## src/rtl/cam_pkg.sv

```systemverilog
`timescale 1ns/1ps
package cam_pkg;

  typedef enum logic [1:0] {
    OP_SEARCH = 2'd0,
    OP_WRITE  = 2'd1,
    OP_CLEAR  = 2'd2,
    OP_NOP    = 2'd3
  } cam_op_e;

  typedef struct packed {
    logic none;
    logic one;
    logic many;
  } hit_status_t;

endpackage

```

## src/rtl/cam_entry_store.sv

```systemverilog
`timescale 1ns/1ps
module cam_entry_store #(
  parameter int ENTRIES = 8,
  parameter int KEY_W   = 8,
  parameter int DATA_W  = 16,
  parameter int IDX_W   = 3
) (
  input  logic                      clk,
  input  logic                      rst,
  input  logic                      wr_en,
  input  logic [IDX_W-1:0]          wr_idx,
  input  logic [KEY_W-1:0]          wr_key,
  input  logic [DATA_W-1:0]         wr_data,
  input  logic                      clr_en,
  input  logic [IDX_W-1:0]          clr_idx,
  output logic [ENTRIES*KEY_W-1:0]  key_flat,
  output logic [ENTRIES*DATA_W-1:0] data_flat,
  output logic [ENTRIES-1:0]        busy
);

  for (genvar e = 0; e < ENTRIES; e++) begin : g_slot
    logic              busy_q;
    logic [KEY_W-1:0]  key_q;
    logic [DATA_W-1:0] data_q;
    logic              sel_wr;
    logic              sel_clr;

    assign sel_wr  = wr_en  && (wr_idx  == IDX_W'(e));
    assign sel_clr = clr_en && (clr_idx == IDX_W'(e));

    always_ff @(posedge clk) begin
      if (rst) begin
        busy_q <= 1'b0;
      end else if (sel_wr) begin
        busy_q <= 1'b1;
      end else if (sel_clr) begin
        busy_q <= 1'b0;
      end
    end

    always_ff @(posedge clk) begin
      if (sel_wr) begin
        key_q  <= wr_key;
        data_q <= wr_data;
      end
    end

    assign busy[e]                        = busy_q;
    assign key_flat[e*KEY_W +: KEY_W]     = key_q;
    assign data_flat[e*DATA_W +: DATA_W]  = data_q;
  end

endmodule

```

## src/rtl/cam_compare_plane.sv

```systemverilog
`timescale 1ns/1ps
module cam_compare_plane #(
  parameter int ENTRIES = 8,
  parameter int KEY_W   = 8
) (
  input  logic [ENTRIES*KEY_W-1:0] key_flat,
  input  logic [ENTRIES-1:0]       busy,
  input  logic [KEY_W-1:0]         probe_key,
  input  logic [KEY_W-1:0]         probe_mask,
  output logic [ENTRIES-1:0]       hit_vec,
  output logic [ENTRIES-1:0]       free_vec
);

  localparam int WORD_W = KEY_W + 1;

  // Extended word: occupancy flag on top of the key.
  function automatic logic word_hits(input logic [WORD_W-1:0] stored,
                                     input logic [WORD_W-1:0] probe,
                                     input logic [WORD_W-1:0] care);
    return ((stored ^ probe) & care) == '0;
  endfunction

  logic [WORD_W-1:0] lookup_probe;
  logic [WORD_W-1:0] lookup_care;
  logic [WORD_W-1:0] vacancy_probe;
  logic [WORD_W-1:0] vacancy_care;

  assign lookup_probe  = {1'b1, probe_key};
  assign lookup_care   = {1'b1, probe_mask};
  assign vacancy_probe = '0;
  assign vacancy_care  = {1'b1, {KEY_W{1'b0}}};

  for (genvar e = 0; e < ENTRIES; e++) begin : g_cmp
    logic [WORD_W-1:0] word;
    assign word        = {busy[e], key_flat[e*KEY_W +: KEY_W]};
    assign hit_vec[e]  = word_hits(word, lookup_probe, lookup_care);
    assign free_vec[e] = word_hits(word, vacancy_probe, vacancy_care);
  end

endmodule

```

## src/rtl/cam_resolve.sv

```systemverilog
`timescale 1ns/1ps
module cam_resolve
  import cam_pkg::*;
#(
  parameter int ENTRIES = 8,
  parameter int IDX_W   = 3
) (
  input  logic [ENTRIES-1:0] vec,
  output hit_status_t        status,
  output logic [IDX_W-1:0]   first_idx
);

  function automatic logic [IDX_W-1:0] lowest_set(input logic [ENTRIES-1:0] v);
    logic [IDX_W-1:0] idx;
    idx = '0;
    for (int i = ENTRIES - 1; i >= 0; i--) begin
      if (v[i]) idx = IDX_W'(i);
    end
    return idx;
  endfunction

  function automatic logic more_than_one(input logic [ENTRIES-1:0] v);
    return |(v & (v - ENTRIES'(1)));
  endfunction

  assign status.none = ~|vec;
  assign status.many = more_than_one(vec);
  assign status.one  = (|vec) & ~status.many;
  assign first_idx   = lowest_set(vec);

endmodule

```

## src/rtl/cam_assoc_store.sv

```systemverilog
`timescale 1ns/1ps
module cam_assoc_store
  import cam_pkg::*;
#(
  parameter int ENTRIES = 8,
  parameter int KEY_W   = 8,
  parameter int DATA_W  = 16,
  localparam int IDX_W  = (ENTRIES > 1) ? $clog2(ENTRIES) : 1
) (
  input  logic               clk,
  input  logic               rst,
  input  logic               req_valid,
  output logic               req_ready,
  input  logic [1:0]         req_op,
  input  logic [KEY_W-1:0]   req_key,
  input  logic [KEY_W-1:0]   req_mask,
  input  logic [DATA_W-1:0]  req_data,
  input  logic [IDX_W-1:0]   req_index,
  output logic               rsp_valid,
  output logic [1:0]         rsp_op,
  output logic               rsp_none,
  output logic               rsp_one,
  output logic               rsp_many,
  output logic               rsp_full,
  output logic [IDX_W-1:0]   rsp_index,
  output logic [ENTRIES-1:0] rsp_match,
  output logic [DATA_W-1:0]  rsp_data
);

  // Named internal events
  logic        accept;
  cam_op_e     op;
  logic        do_search;
  logic        do_write;
  logic        do_clear;
  logic        write_commit;
  logic        write_full;

  logic [ENTRIES*KEY_W-1:0]  key_flat;
  logic [ENTRIES*DATA_W-1:0] data_flat;
  logic [ENTRIES-1:0]        busy_vec;
  logic [ENTRIES-1:0]        hit_vec;
  logic [ENTRIES-1:0]        free_vec;
  hit_status_t               hit_st;
  hit_status_t               free_st;
  logic [IDX_W-1:0]          hit_idx;
  logic [IDX_W-1:0]          free_idx;
  logic [DATA_W-1:0]         hit_payload;

  assign req_ready    = !rst;
  assign accept       = req_valid && req_ready;
  assign op           = cam_op_e'(req_op);
  assign do_search    = accept && (op == OP_SEARCH);
  assign do_write     = accept && (op == OP_WRITE);
  assign do_clear     = accept && (op == OP_CLEAR);
  assign write_commit = do_write && !free_st.none;
  assign write_full   = do_write && free_st.none;

  cam_entry_store #(
    .ENTRIES(ENTRIES), .KEY_W(KEY_W), .DATA_W(DATA_W), .IDX_W(IDX_W)
  ) u_store (
    .clk      (clk),
    .rst      (rst),
    .wr_en    (write_commit),
    .wr_idx   (free_idx),
    .wr_key   (req_key),
    .wr_data  (req_data),
    .clr_en   (do_clear),
    .clr_idx  (req_index),
    .key_flat (key_flat),
    .data_flat(data_flat),
    .busy     (busy_vec)
  );

  cam_compare_plane #(
    .ENTRIES(ENTRIES), .KEY_W(KEY_W)
  ) u_plane (
    .key_flat  (key_flat),
    .busy      (busy_vec),
    .probe_key (req_key),
    .probe_mask(req_mask),
    .hit_vec   (hit_vec),
    .free_vec  (free_vec)
  );

  cam_resolve #(.ENTRIES(ENTRIES), .IDX_W(IDX_W)) u_hit_res (
    .vec      (hit_vec),
    .status   (hit_st),
    .first_idx(hit_idx)
  );

  cam_resolve #(.ENTRIES(ENTRIES), .IDX_W(IDX_W)) u_free_res (
    .vec      (free_vec),
    .status   (free_st),
    .first_idx(free_idx)
  );

  assign hit_payload = data_flat[hit_idx*DATA_W +: DATA_W];

  always_ff @(posedge clk) begin
    if (rst) begin
      rsp_valid <= 1'b0;
      rsp_op    <= 2'd0;
      rsp_none  <= 1'b0;
      rsp_one   <= 1'b0;
      rsp_many  <= 1'b0;
      rsp_full  <= 1'b0;
      rsp_index <= '0;
      rsp_match <= '0;
      rsp_data  <= '0;
    end else begin
      rsp_valid <= accept;
      rsp_op    <= req_op;
      rsp_none  <= do_search && hit_st.none;
      rsp_one   <= do_search && hit_st.one;
      rsp_many  <= do_search && hit_st.many;
      rsp_full  <= write_full;
      rsp_match <= do_search ? hit_vec : '0;
      if (do_search) begin
        rsp_index <= hit_idx;
      end else if (write_commit) begin
        rsp_index <= free_idx;
      end else begin
        rsp_index <= '0;
      end
      if (do_search && !hit_st.none) begin
        rsp_data <= hit_payload;
      end
    end
  end

  // Response timing
  assert_rsp_follows_R9: assert property (@(posedge clk) disable iff (rst)
    accept |=> rsp_valid);
  assert_rsp_idle_R9: assert property (@(posedge clk) disable iff (rst)
    !accept |=> !rsp_valid);

  // Lookup status exclusivity
  assert_status_onehot_R3: assert property (@(posedge clk) disable iff (rst)
    (rsp_valid && rsp_op == OP_SEARCH) |-> $onehot({rsp_none, rsp_one, rsp_many}));
  assert_status_quiet_R3: assert property (@(posedge clk) disable iff (rst)
    (rsp_valid && rsp_op != OP_SEARCH) |-> !(rsp_none || rsp_one || rsp_many));

  // Index agrees with match vector
  assert_single_index_R4: assert property (@(posedge clk) disable iff (rst)
    rsp_one |-> rsp_match == (ENTRIES'(1) << rsp_index));
  assert_many_lowest_R4: assert property (@(posedge clk) disable iff (rst)
    rsp_many |-> (rsp_match[rsp_index] &&
                  ((rsp_match & ((ENTRIES'(1) << rsp_index) - ENTRIES'(1))) == '0)));

  // Vacant entries never reported
  assert_vacant_no_hit_R7: assert property (@(posedge clk) disable iff (rst)
    (rsp_valid && rsp_op == OP_SEARCH) |-> ((rsp_match & ~busy_vec) == '0));

  // Written slot is occupied
  assert_written_busy_R5: assert property (@(posedge clk) disable iff (rst)
    (rsp_valid && rsp_op == OP_WRITE && !rsp_full) |-> busy_vec[rsp_index]);

  // Full write changes nothing
  assert_full_stable_R6: assert property (@(posedge clk) disable iff (rst)
    rsp_full |-> ($stable(busy_vec) && rsp_valid && rsp_op == OP_WRITE));

endmodule

```

## config.mk

```make
export PLATFORM = sky130hd
export DESIGN_NAME = cam_assoc_store
export DESIGN_NICKNAME = d
export VERILOG_FILES = /design/src/rtl/cam_pkg.sv /design/src/rtl/cam_entry_store.sv /design/src/rtl/cam_compare_plane.sv /design/src/rtl/cam_resolve.sv /design/src/rtl/cam_assoc_store.sv
export SDC_FILE = /design/constraint.sdc
export NUM_CORES = 1
export LEC_CHECK = 0
export BUFFER_PORTS_ARGS = -buffer_cell sky130_fd_sc_hd__buf_2
export CAP_MARGIN = 20
export CORE_MARGIN = 2
export CORE_UTILIZATION = 62
export CTS_CLUSTER_SIZE = 25
export DETAILED_ROUTE_END_ITERATION = 16
export GPL_ROUTABILITY_DRIVEN = 0
export GPL_TIMING_DRIVEN = 0
export HOLD_SLACK_MARGIN = 0.02
export PLACE_DENSITY = 0.89
export SYNTH_ARGS = -nofsm -noshare
export SYNTH_HDL_FRONTEND = slang
export SYNTH_SLANG_ARGS = --single-unit
```

## constraint.sdc

```tcl
create_clock -name clk -period 9.7 [get_ports clk]
set_input_delay 0.97 -clock clk [delete_from_list [all_inputs] [get_ports clk]]
set_output_delay 0.97 -clock clk [all_outputs]
set_load 0.02 [all_outputs]
```

==> results of run 1 <==
==> logic make-up after synthesis <==
family                   count (synthesis)  share of synthesized area, %
AND/OR/NAND/NOR                        164                          8.66
buffers and inverters                   49                          3.03
flip-flops                             234                          71.1
AO/OA/AOI/OAI                          135                          10.9
adder cells (fa/ha/maj)                  2                         0.216
XOR/XNOR                                64                          6.04
==> power by group through the flow <==
stage	Clock [W]	Combinational, W	Sequential [W]
2_1_floorplan	0	0.0000343	0.00111
3_3_place_gp	0	0.0000604	0.00111
3_5_place_dp	0	0.0000643	0.00111
4_1_cts	0.000954	0.0000655	0.00109
5_1_grt	0.000989	0.0000723	0.00109
6_report	0.000950	0.0000666	0.00109
==> worst min path at each step <==
stage / cells after the start / end / startpoint
after floorplan: 2 / u_store.g_slot[6].busy_q$_SDFFE_PP0P_ / u_store.g_slot[6].busy_q$_SDFFE_PP0P_
after global placement: 2 / u_store.g_slot[6].busy_q$_SDFFE_PP0P_ / u_store.g_slot[6].busy_q$_SDFFE_PP0P_
after detailed placement: 2 / u_store.g_slot[6].busy_q$_SDFFE_PP0P_ / u_store.g_slot[6].busy_q$_SDFFE_PP0P_
after CTS: 2 / u_store.g_slot[6].busy_q$_SDFFE_PP0P_ / u_store.g_slot[6].busy_q$_SDFFE_PP0P_
after global routing: 2 / u_store.g_slot[6].busy_q$_SDFFE_PP0P_ / u_store.g_slot[6].busy_q$_SDFFE_PP0P_
final: 2 / rsp_data[14]$_SDFFE_PP0P_ / rsp_data[14]$_SDFFE_PP0P_
==> Yosys cell counts (all sizes together), types with 4 or more instances <==
| master | n | area share [%] |
|---|---|---|
| a21oi | 25 | 1.3 |
| a22oi | 47 | 3.8 |
| a31oi | 19 | 1.4 |
| a32o | 17 | 1.8 |
| and2 | 6 | 0.40 |
| buf | 28 | 2.2 |
| clkbuf | 12 | 0.49 |
| dfxtp | 42 | 9.1 |
| edfxtp | 192 | 62 |
| inv | 9 | 0.36 |
| nand2 | 80 | 3.3 |
| nand2b | 4 | 0.27 |
| nand3 | 7 | 0.38 |
| nand4 | 4 | 0.27 |
| nor2 | 22 | 1.1 |
| nor3 | 9 | 0.49 |
| o21a | 4 | 0.32 |
| o21ai | 8 | 0.43 |
| or3 | 19 | 1.3 |
| xor2 | 64 | 6.0 |
==> final cells by class <==
cell class	instances	area [um2]	area share [%]
inverters	9	33.8	0.311
flip-flops and latches	234	6610	60.9
clock inverters	11	185	1.71
well taps	184	230	2.12
repair buffers	74	493	4.54
clock buffers	31	636	5.86
multi-input cells	365	2420	22.3
plain buffers	40	248	2.28
==> cells in the final DEF (no fill, tap or decap), drive strengths merged, types with 4 or more instances in the layout <==
cell,instances
nand4,4
edfxtp,192
clkinv,4
nand2,80
a22oi,47
nor2,22
or3,19
o21a,4
dfxtp,42
and2,6
nand3,7
a32o,17
o21ai,8
inv,10
buf,102
a31oi,19
bufinv,5
nor3,9
xor2,64
nand2b,4
a21oi,25
clkbuf,43
==> critical path, delay by kind of cell <==
kind,cells,cell delay [ns]
AO/OA/AOI/OAI,2,0.76
buffers and inverters,5,1.50
AND/OR/NAND/NOR,3,0.55
XOR/XNOR,1,0.17
==> metrics by stage <==
stage               hold WS (ns)  cells  cell area (um2)  setup slack (ns)  utilization, %
finish                     0.550    948            10900              6.11            74.4
global route               0.582    948            10900              5.96            74.4
CTS                        0.540    946            10800              6.19            74.0
detailed placement         0.529    904             9980              5.68            68.4
global placement           0.513    898             9850              4.34            67.5
floorplan                  0.480    648             9290              5.97               -
==> routing by layer <==
layer	part of all wire (%)	GRT usage, %	up-vias
met5	0	0	-
met4	3.0	9.05	0
met3	12	5.99	73
met2	48	46.5	457
met1	37	37.7	2938
li1	-	-	2638
==> flip-flops by register name (all words and copies together), names as in the netlist <==
name                   count
u_store.g_slot.data_q    128
u_store.g_slot.key_q      64
rsp_data                  16
rsp_match                  8
u_store.g_slot.busy_q      8
rsp_index                  3
rsp_op                     2
rsp_full                   1
rsp_many                   1
rsp_none                   1
rsp_one                    1
rsp_valid                  1
==> flow_summary_export.csv, run 1 <==
group,metric,value,unit
power,power.leakage,3.88,nW
floorplan,core_area,14600,um2
critical_path,cp-start-kind,"input port",
routing,post_drt_via_cell_ratio,6.44,
sta,max_slew.worst_pin.slew,1.00,ns
status,status,"completed",
sta,finalCritPeriodShare,37.1,%
power,powerDensity,194,nW/um2
floorplan,row_count,44,
power,switching_share,19.1,%
yosys,synth_area,9290,um2
power,seqPwrFrac,51.7,%
sta,max-slew-margin-rel,32.9,%
grt,grt_pass1_vias,6124,
final_layout,n_antenna_cell,0,
grt,overflow,0,
grt,grt_first_pass_wirelength,34500,um
routing,drtPass1Iterations,6,
yosys,synthFlopType,"edfxtp_1",
placed_design,port_buffers,66,
sta,finalHoldViolCount,0,
floorplan,die-area,16000,um2
run,maxCapViolCount,0,
critical_path,critPathCapture,"rsp_one$_SDFF_PP0_",
yosys,synthArstFlopShare,0,%
cts,cts_hold_buf,0,
cts,clkSinkCount,234,
critical_path,slowest_delay,0.56,ns
critical_path,rr_endpoint,"rsp_one$_SDFF_PP0_",
routing,vias,6106,
min_path,min_path_type,"reg2reg",
yosys,synth-seq-cells,234,
cts,cts_resized,0,
cts,cts.reportedPaths.clkPinSlew,0.06,ns
sta,skew,0.0195,ns
yosys,ys_types,45,
placed_design,dp_hpwl,13800,um
critical_path,crit_path_max_fanout,10,
critical_path,reg2reg_setup_slack,6.55,ns
cts,cts_tree,"done",
final_layout,area_growth,16.9,%
yosys,yosysSeqAreaShare,71.1,%
critical_path,end_kind,"flip-flop",
sta,report.final.slew_viol_count,0,
routing,routedWlPerCell,23.7,um
critical_path,crit_start,"req_key[1]",
cts,worstSkewPairLatency,0.51,ns
power,switchingPower,0.000403,W
critical_path,critPathSlowestCell,"buf_1",
routing,drc,0,
power,ir_drop,178,uV
floorplan,die_height,126,um
sta,fmax,278,MHz
routing,final_antenna_net_count,0,
sta,period_minus_slack,3.59,ns
power,p_comb_share,3.2,%
grt,grt.total_usage,28.1,%
yosys,synth.avg_cell_area,14.3,um2
routing,drt-initial-drc-count,975,
cts,postCtsSetupBuffers,0,
floorplan,start_util,63.7,%
cts,cts_inserted_buffers,23,
final_layout,layout-drive-gt1-share,20.0,%
power,clockPowerShare,45.1,%
sta,finalSetupTns,0,ns
cts,clock_path_buffers,3,
power,internal_power,0.00170,W
critical_path,required,10.07,ns
cts,clock-root-buffer,"clkbuf_16",
grt,antenna_found_initial,0,
final_layout,final_nets,787,
power,p_total,0.00211,W
sta,rsz0062_at_grt,"false",
critical_path,crit_type,"in2reg",
yosys,ys_warn_count,0,
grt,grt_max_degree,26,
sta,finalSetupViolCount,0,
critical_path,reg2regPathDepth,9,
critical_path,rr_startpoint,"u_store.g_slot[0].key_q[1]$_DFFE_PP_",
routing,wirelength,22500,um
final_layout,fillers,786,
yosys,synth_nets,688,
floorplan,io_pins,75,
cts,htreeDepth,1,
critical_path,path_cells,"buf_2 -> buf_4 -> xor2_1 -> a222oi_1 -> and4_4 -> buf_6 -> clkbuf_1 -> buf_1 -> nor2_1 -> a31oi_1 -> nor2b_1",
yosys,netlist_instances,648,
critical_path,cp.arrival,3.96,ns
floorplan,die_w,126,um
yosys,synth-edff-count,192,
Note: power is estimated with default switching activity, not from simulation.
==> run 2: changes to the inputs <==
Settings changed: CORE_UTILIZATION 62 to 59, PLACE_DENSITY 0.89 to 0.86.
Clock period 9.7 ns to 3.45 ns, I/O delays scaled along.
==> run 2 against run 1 <==
Effect of this change: via count up 1.6%; count of clock-buffer cells in the layout unchanged; die area up 4.9%; final cell count up 3.0%; non-clock buffer count up 1; global-route usage down 1.5 points; first-iteration DRC count down 3.2%; sequential share of layout area up 0.61 points; setup slack worse by 5.9 ns.
==> flow_summary_export.csv, run 2 (synthesis results as in run 1) <==
group,metric,value,unit
status,status,"completed",
final_layout,largest_reg_flops,128,
sta,max_slew.worst_pin.slew,1.08,ns
final_layout,top_regs,"u_store.g_slot.data_q x128, u_store.g_slot.key_q x64, rsp_data x16",
routing,drc,0,
floorplan,die_height,129,um
cts,cts.reportedPaths.clkPinSlew,0.06,ns
critical_path,crit_path_max_fanout,10,
routing,drtPass1Iterations,9,
sta,finalHoldViolCount,0,
cts,htreeDepth,1,
routing,routedWlPerCell,23.0,um
critical_path,crit_family,"buffers and inverters",
grt,grt_first_pass_wirelength,33400,um
cts,clock_path_buffers,3,
floorplan,die_w,129,um
cts,clock-root-buffer,"clkbuf_16",
sta,skew,0.0356,ns
cts,cts_inserted_buffers,23,
routing,drt-initial-drc-count,944,
grt,grt.total_usage,26.6,%
final_layout,layout-drive-gt1-share,19.3,%
routing,final_antenna_net_count,0,
cts,cts_resized,0,
critical_path,cp.arrival,3.68,ns
sta,finalCritPeriodShare,93.5,%
placed_design,dp.cells,934,
grt,grt_pass1_vias,6187,
critical_path,slowest_delay,0.57,ns
sta,report.final.slew_viol_count,0,
sta,rsz0062_at_grt,"false",
sta,fmax,310,MHz
cts,cts_hold_buf,0,
floorplan,start_util,60.6,%
power,powerDensity,512,nW/um2
placed_design,place_area,10100,um2
final_layout,n_antenna_cell,0,
cts,worstSkewPairLatency,0.52,ns
sta,period_minus_slack,3.23,ns
placed_design,dp_hpwl,14200,um
floorplan,io_pins,75,
critical_path,end_kind,"flip-flop",
final_layout,finalInstanceArea,10700,um2
routing,wirelength,22500,um
power,ir_drop,345,uV
critical_path,crit_type,"reg2reg",
critical_path,required,3.90,ns
critical_path,critPathBufInv,3,
final_layout,layout_commonest_cell,"edfxtp_1",
critical_path,path_cells,"xor2_1 -> a222oi_1 -> and4_4 -> buf_6 -> clkbuf_1 -> buf_1 -> nor2_1 -> a31oi_1 -> and2_1",
sta,max-slew-margin-rel,27.4,%
run,maxCapViolCount,0,
min_path,min_path_type,"in2reg",
cts,cts_tree,"done",
final_layout,top_register,"u_store.g_slot.data_q",
cts,postCtsSetupBuffers,0,
routing,post_drt_via_cell_ratio,6.35,
routing,vias,6201,
cts,clkSinkCount,234,
floorplan,core_area,15300,um2
floorplan,row_count,45,
grt,grt_max_degree,26,
sta,finalSetupViolCount,0,
placed_design,port_buffers,66,
final_layout,final_nets,788,
power,power.leakage,3.81,nW
grt,antenna_found_initial,1,
grt,overflow,0,
floorplan,die-area,16800,um2
final_layout,utilization,70.2,%
critical_path,critPathSlowestCell,"a222oi_1",
final_layout,area_growth,15.7,%
final_layout,finalNonFillerCells,976,
critical_path,cp-start-kind,"flip-flop",
final_layout,final_cell_mix,"edfxtp_1 (192), nand2_1 (79), buf_2 (75)",
[run 2: metal layers]
| layer | global-route usage, % | wire length, um | up-vias |
|---|---|---|---|
| met5 | 0 | 0 | - |
| met4 | 12.1 | 692 | 0 |
| met3 | 6.07 | 2490 | 70 |
| met2 | 43.5 | 10900 | 457 |
| met1 | 34.4 | 8340 | 3033 |
| li1 | - | - | 2641 |
[run 2: through the flow]
stage          hold WS [ns]  worst slack, ns  TNS, ns  power (W)
2_1_floorplan         0.444            0.349        0    0.00322
3_3_place_gp          0.510            -1.32   -61.68    0.00329
3_5_place_dp          0.535          -0.0310  -0.0310    0.00331
4_1_cts              0.0887            0.301        0    0.00550
5_1_grt              0.0953            0.172        0    0.00562
6_report             0.0987            0.224        0    0.00550
[run 2: cell type report]
| class | count | area, um2 |
|---|---|---|
| buffer | 40 | 248 |
| clock inverter | 11 | 56.3 |
| fill | 988 | 4570 |
| clock buffer | 31 | 616 |
| sequential | 234 | 6610 |
| tap | 211 | 264 |
| inverter | 9 | 33.8 |
| timing repair buffer | 75 | 500 |
| multi-input combinational | 365 | 2420 |
[run 2: power breakdown]
part           total [W]  switching [W]  internal, W
clock            0.00225       0.000998      0.00125
combinational   0.000189       0.000127    0.0000613
sequential       0.00306     0.00000390      0.00306
total            0.00550        0.00113      0.00437
[run 2: final timing paths]
kind | to | from | cells after the start | slack (ns)
worst max-delay path | rsp_many$_SDFF_PP0_ | u_store.g_slot[0].key_q[1]$_DFFE_PP_ | 9 | 0.22
worst min-delay path | u_store.g_slot[3].data_q[5]$_DFFE_PP_ | req_data[5] | 1 | 0.1
worst max register to register | rsp_many$_SDFF_PP0_ | u_store.g_slot[0].key_q[1]$_DFFE_PP_ | 9 | 0.22
worst min register to register | rsp_data[15]$_SDFFE_PP0P_ | rsp_data[15]$_SDFFE_PP0P_ | 2 | 0.55
==> run 3: changes to the inputs <==
Settings changed: CAP_MARGIN 20 to unset, CORE_UTILIZATION 59 to 62, CTS_BUF_LIST set to sky130_fd_sc_hd__clkbuf_8, MAX_ROUTING_LAYER set to met4, PLACE_DENSITY 0.86 to 0.89.
==> run 3 against run 2 <==
Effect of this change: first-iteration DRC count fell by 1.5%; die area fell by 4.7%; critical path type unchanged; highest routed layer unchanged; flip-flop and latch count did not move; design area fell by 1.4%; global-route usage rose by 1.7 points; count of clock-buffer cells in the layout rose by 9; largest cell class unchanged; non-clock buffer count fell by 5; critical path depth did not move; hold slack got worse by 0.0061 ns; critical endpoint is now rsp_one$_SDFF_PP0_; clock power fell by 3%; sequential power barely moved.
==> flow_summary_export.csv, run 3 (synthesis results as in run 1) <==
group,metric,value,unit
status,status,"completed",
sta,max_slew.worst_pin.slew,1.40,ns
sta,max-slew-margin-rel,6.41,%
power,p_total,0.00543,W
power,ir_drop,316,uV
routing,drt-initial-drc-count,930,
critical_path,reg2reg_setup_slack,0.26,ns
floorplan,start_util,63.7,%
floorplan,core_area,14600,um2
min_path,min_to,"u_store.g_slot[7].data_q[11]$_DFFE_PP_",
power,power.leakage,3.81,nW
sta,report.final.slew_viol_count,0,
sta,finalHoldViolCount,0,
sta,finalSetupTns,0,ns
grt,overflow,0,
grt,antenna_found_initial,0,
sta,rsz0062_at_grt,"false",
final_layout,layout-drive-gt1-share,20.4,%
sta,finalCritPeriodShare,92.4,%
critical_path,cp.arrival,3.56,ns
cts,clkSinkCount,234,
critical_path,reg2regPathDepth,9,
final_layout,final_cell_mix,"edfxtp_1 (192), nand2_1 (79), buf_2 (75)",
critical_path,end_kind,"flip-flop",
floorplan,die_height,126,um
critical_path,rr_startpoint,"u_store.g_slot[0].key_q[1]$_DFFE_PP_",
final_layout,final_nets,795,
sta,fmax,314,MHz
min_path,hold_path_depth,1,
routing,post_drt_via_cell_ratio,6.39,
power,powerDensity,513,nW/um2
final_layout,top_regs,"u_store.g_slot.data_q x128, u_store.g_slot.key_q x64, rsp_data x16",
placed_design,dp.cells,902,
final_layout,layout_commonest_cell,"edfxtp_1",
cts,worstSkewPairLatency,0.53,ns
final_layout,largest_reg_flops,128,
min_path,hold_start,"req_data[11]",
placed_design,port_buffers,66,
cts,cts_hold_buf,0,
cts,postCtsSetupBuffers,0,
cts,cts_tree,"done",
floorplan,row_count,44,
critical_path,required,3.82,ns
cts,clock_path_buffers,3,
final_layout,utilization,72.6,%
cts,cts.reportedPaths.clkPinSlew,0.07,ns
critical_path,crit_type,"reg2reg",
sta,finalSetupViolCount,0,
grt,grt_max_degree,26,
floorplan,die_w,126,um
critical_path,cp-start-kind,"flip-flop",
final_layout,finalNonFillerCells,964,
placed_design,dp_hpwl,13600,um
final_layout,seq_area,6610,um2
sta,skew,0.0256,ns
cts,htreeDepth,2,
cts,cts_resized,0,
grt,grt_first_pass_wirelength,33300,um
placed_design,place_ws,0.0268,ns
final_layout,area_growth,14.1,%
grt,grt_pass1_vias,6080,
cts,clock-root-buffer,"clkbuf_8",
final_layout,multi_input_area,2420,um2
run,maxCapViolCount,0,
critical_path,crit_path_max_fanout,10,
floorplan,die-area,16000,um2
routing,vias,6162,
final_layout,fillers,831,
sta,period_minus_slack,3.19,ns
routing,drc,0,
final_layout,n_antenna_cell,0,
routing,routedWlPerCell,22.9,um
routing,wirelength,22000,um
critical_path,rr_endpoint,"rsp_one$_SDFF_PP0_",
sta,finalWorstSetupSlack,0.261,ns
routing,drtPass1Iterations,6,
final_layout,top_register,"u_store.g_slot.data_q",
cts,cts_inserted_buffers,35,
routing,final_antenna_net_count,0,
floorplan,io_pins,75,
grt,grt.total_usage,28.3,%
min_path,min_path_type,"in2reg",
==> run 3: worst max path at each step <==
stage	to	cells past startpoint	slack, ns	start
after floorplan	u_store.g_slot[3].data_q[0]$_DFFE_PP_	5	0.35	rst
after global placement	u_store.g_slot[3].data_q[6]$_DFFE_PP_	6	-1.29	rst
after detailed placement	rsp_one$_SDFF_PP0_	11	0.03	req_key[1]
after CTS	rsp_one$_SDFF_PP0_	9	0.28	u_store.g_slot[0].key_q[1]$_DFFE_PP_
after global routing	rsp_one$_SDFF_PP0_	9	0.07	u_store.g_slot[0].key_q[1]$_DFFE_PP_
final	rsp_one$_SDFF_PP0_	9	0.26	u_store.g_slot[0].key_q[1]$_DFFE_PP_
==> run 3: through the flow <==
stage | hold WS [ns] | instance area, um2
after floorplan | 0.444 | 9290
after CTS | 0.0619 | 10600
after global placement | 0.513 | 9850
after detailed placement | 0.538 | 9920
after global routing | 0.0914 | 10600
final | 0.0926 | 10600
==> run 3: routing by layer <==
metal | track usage [%] | vias to the layer above | share of wire [%]
li1 | - | 2658 | -
met1 | 37.9 | 2917 | 37
met2 | 43.5 | 501 | 47
met3 | 5.23 | 86 | 12
met4 | 11.5 | 0 | 3.8
met5 | - | - | 0
==> run 3: area by class of cell <==
| type | count | share of cell area [%] |
|---|---|---|
| buffer | 40 | 2.34 |
| sequential | 234 | 62.3 |
| tap | 184 | 2.17 |
| inverter | 9 | 0.319 |
| timing repair buffer | 70 | 3.61 |
| clock buffer | 40 | 5.19 |
| clock inverter | 22 | 1.16 |
| multi-input combinational | 365 | 22.9 |
==> run 3: critical path, stage by stage (launching register included) <==
cell      delay (ns)
edfxtp_1        0.38
xor2_1          0.15
a222oi_1        0.55
and4_4          0.30
buf_6           0.12
clkbuf_1        0.46
buf_1           0.57
nor2_1          0.12
a31oi_1         0.27
nor2b_1         0.13
==> run 3: report_power, final <==
group	switching, W	internal, W
Combinational	0.000125	0.0000612
Sequential	0.00000389	0.00306
Clock	0.00104	0.00114
Total	0.00117	0.00426
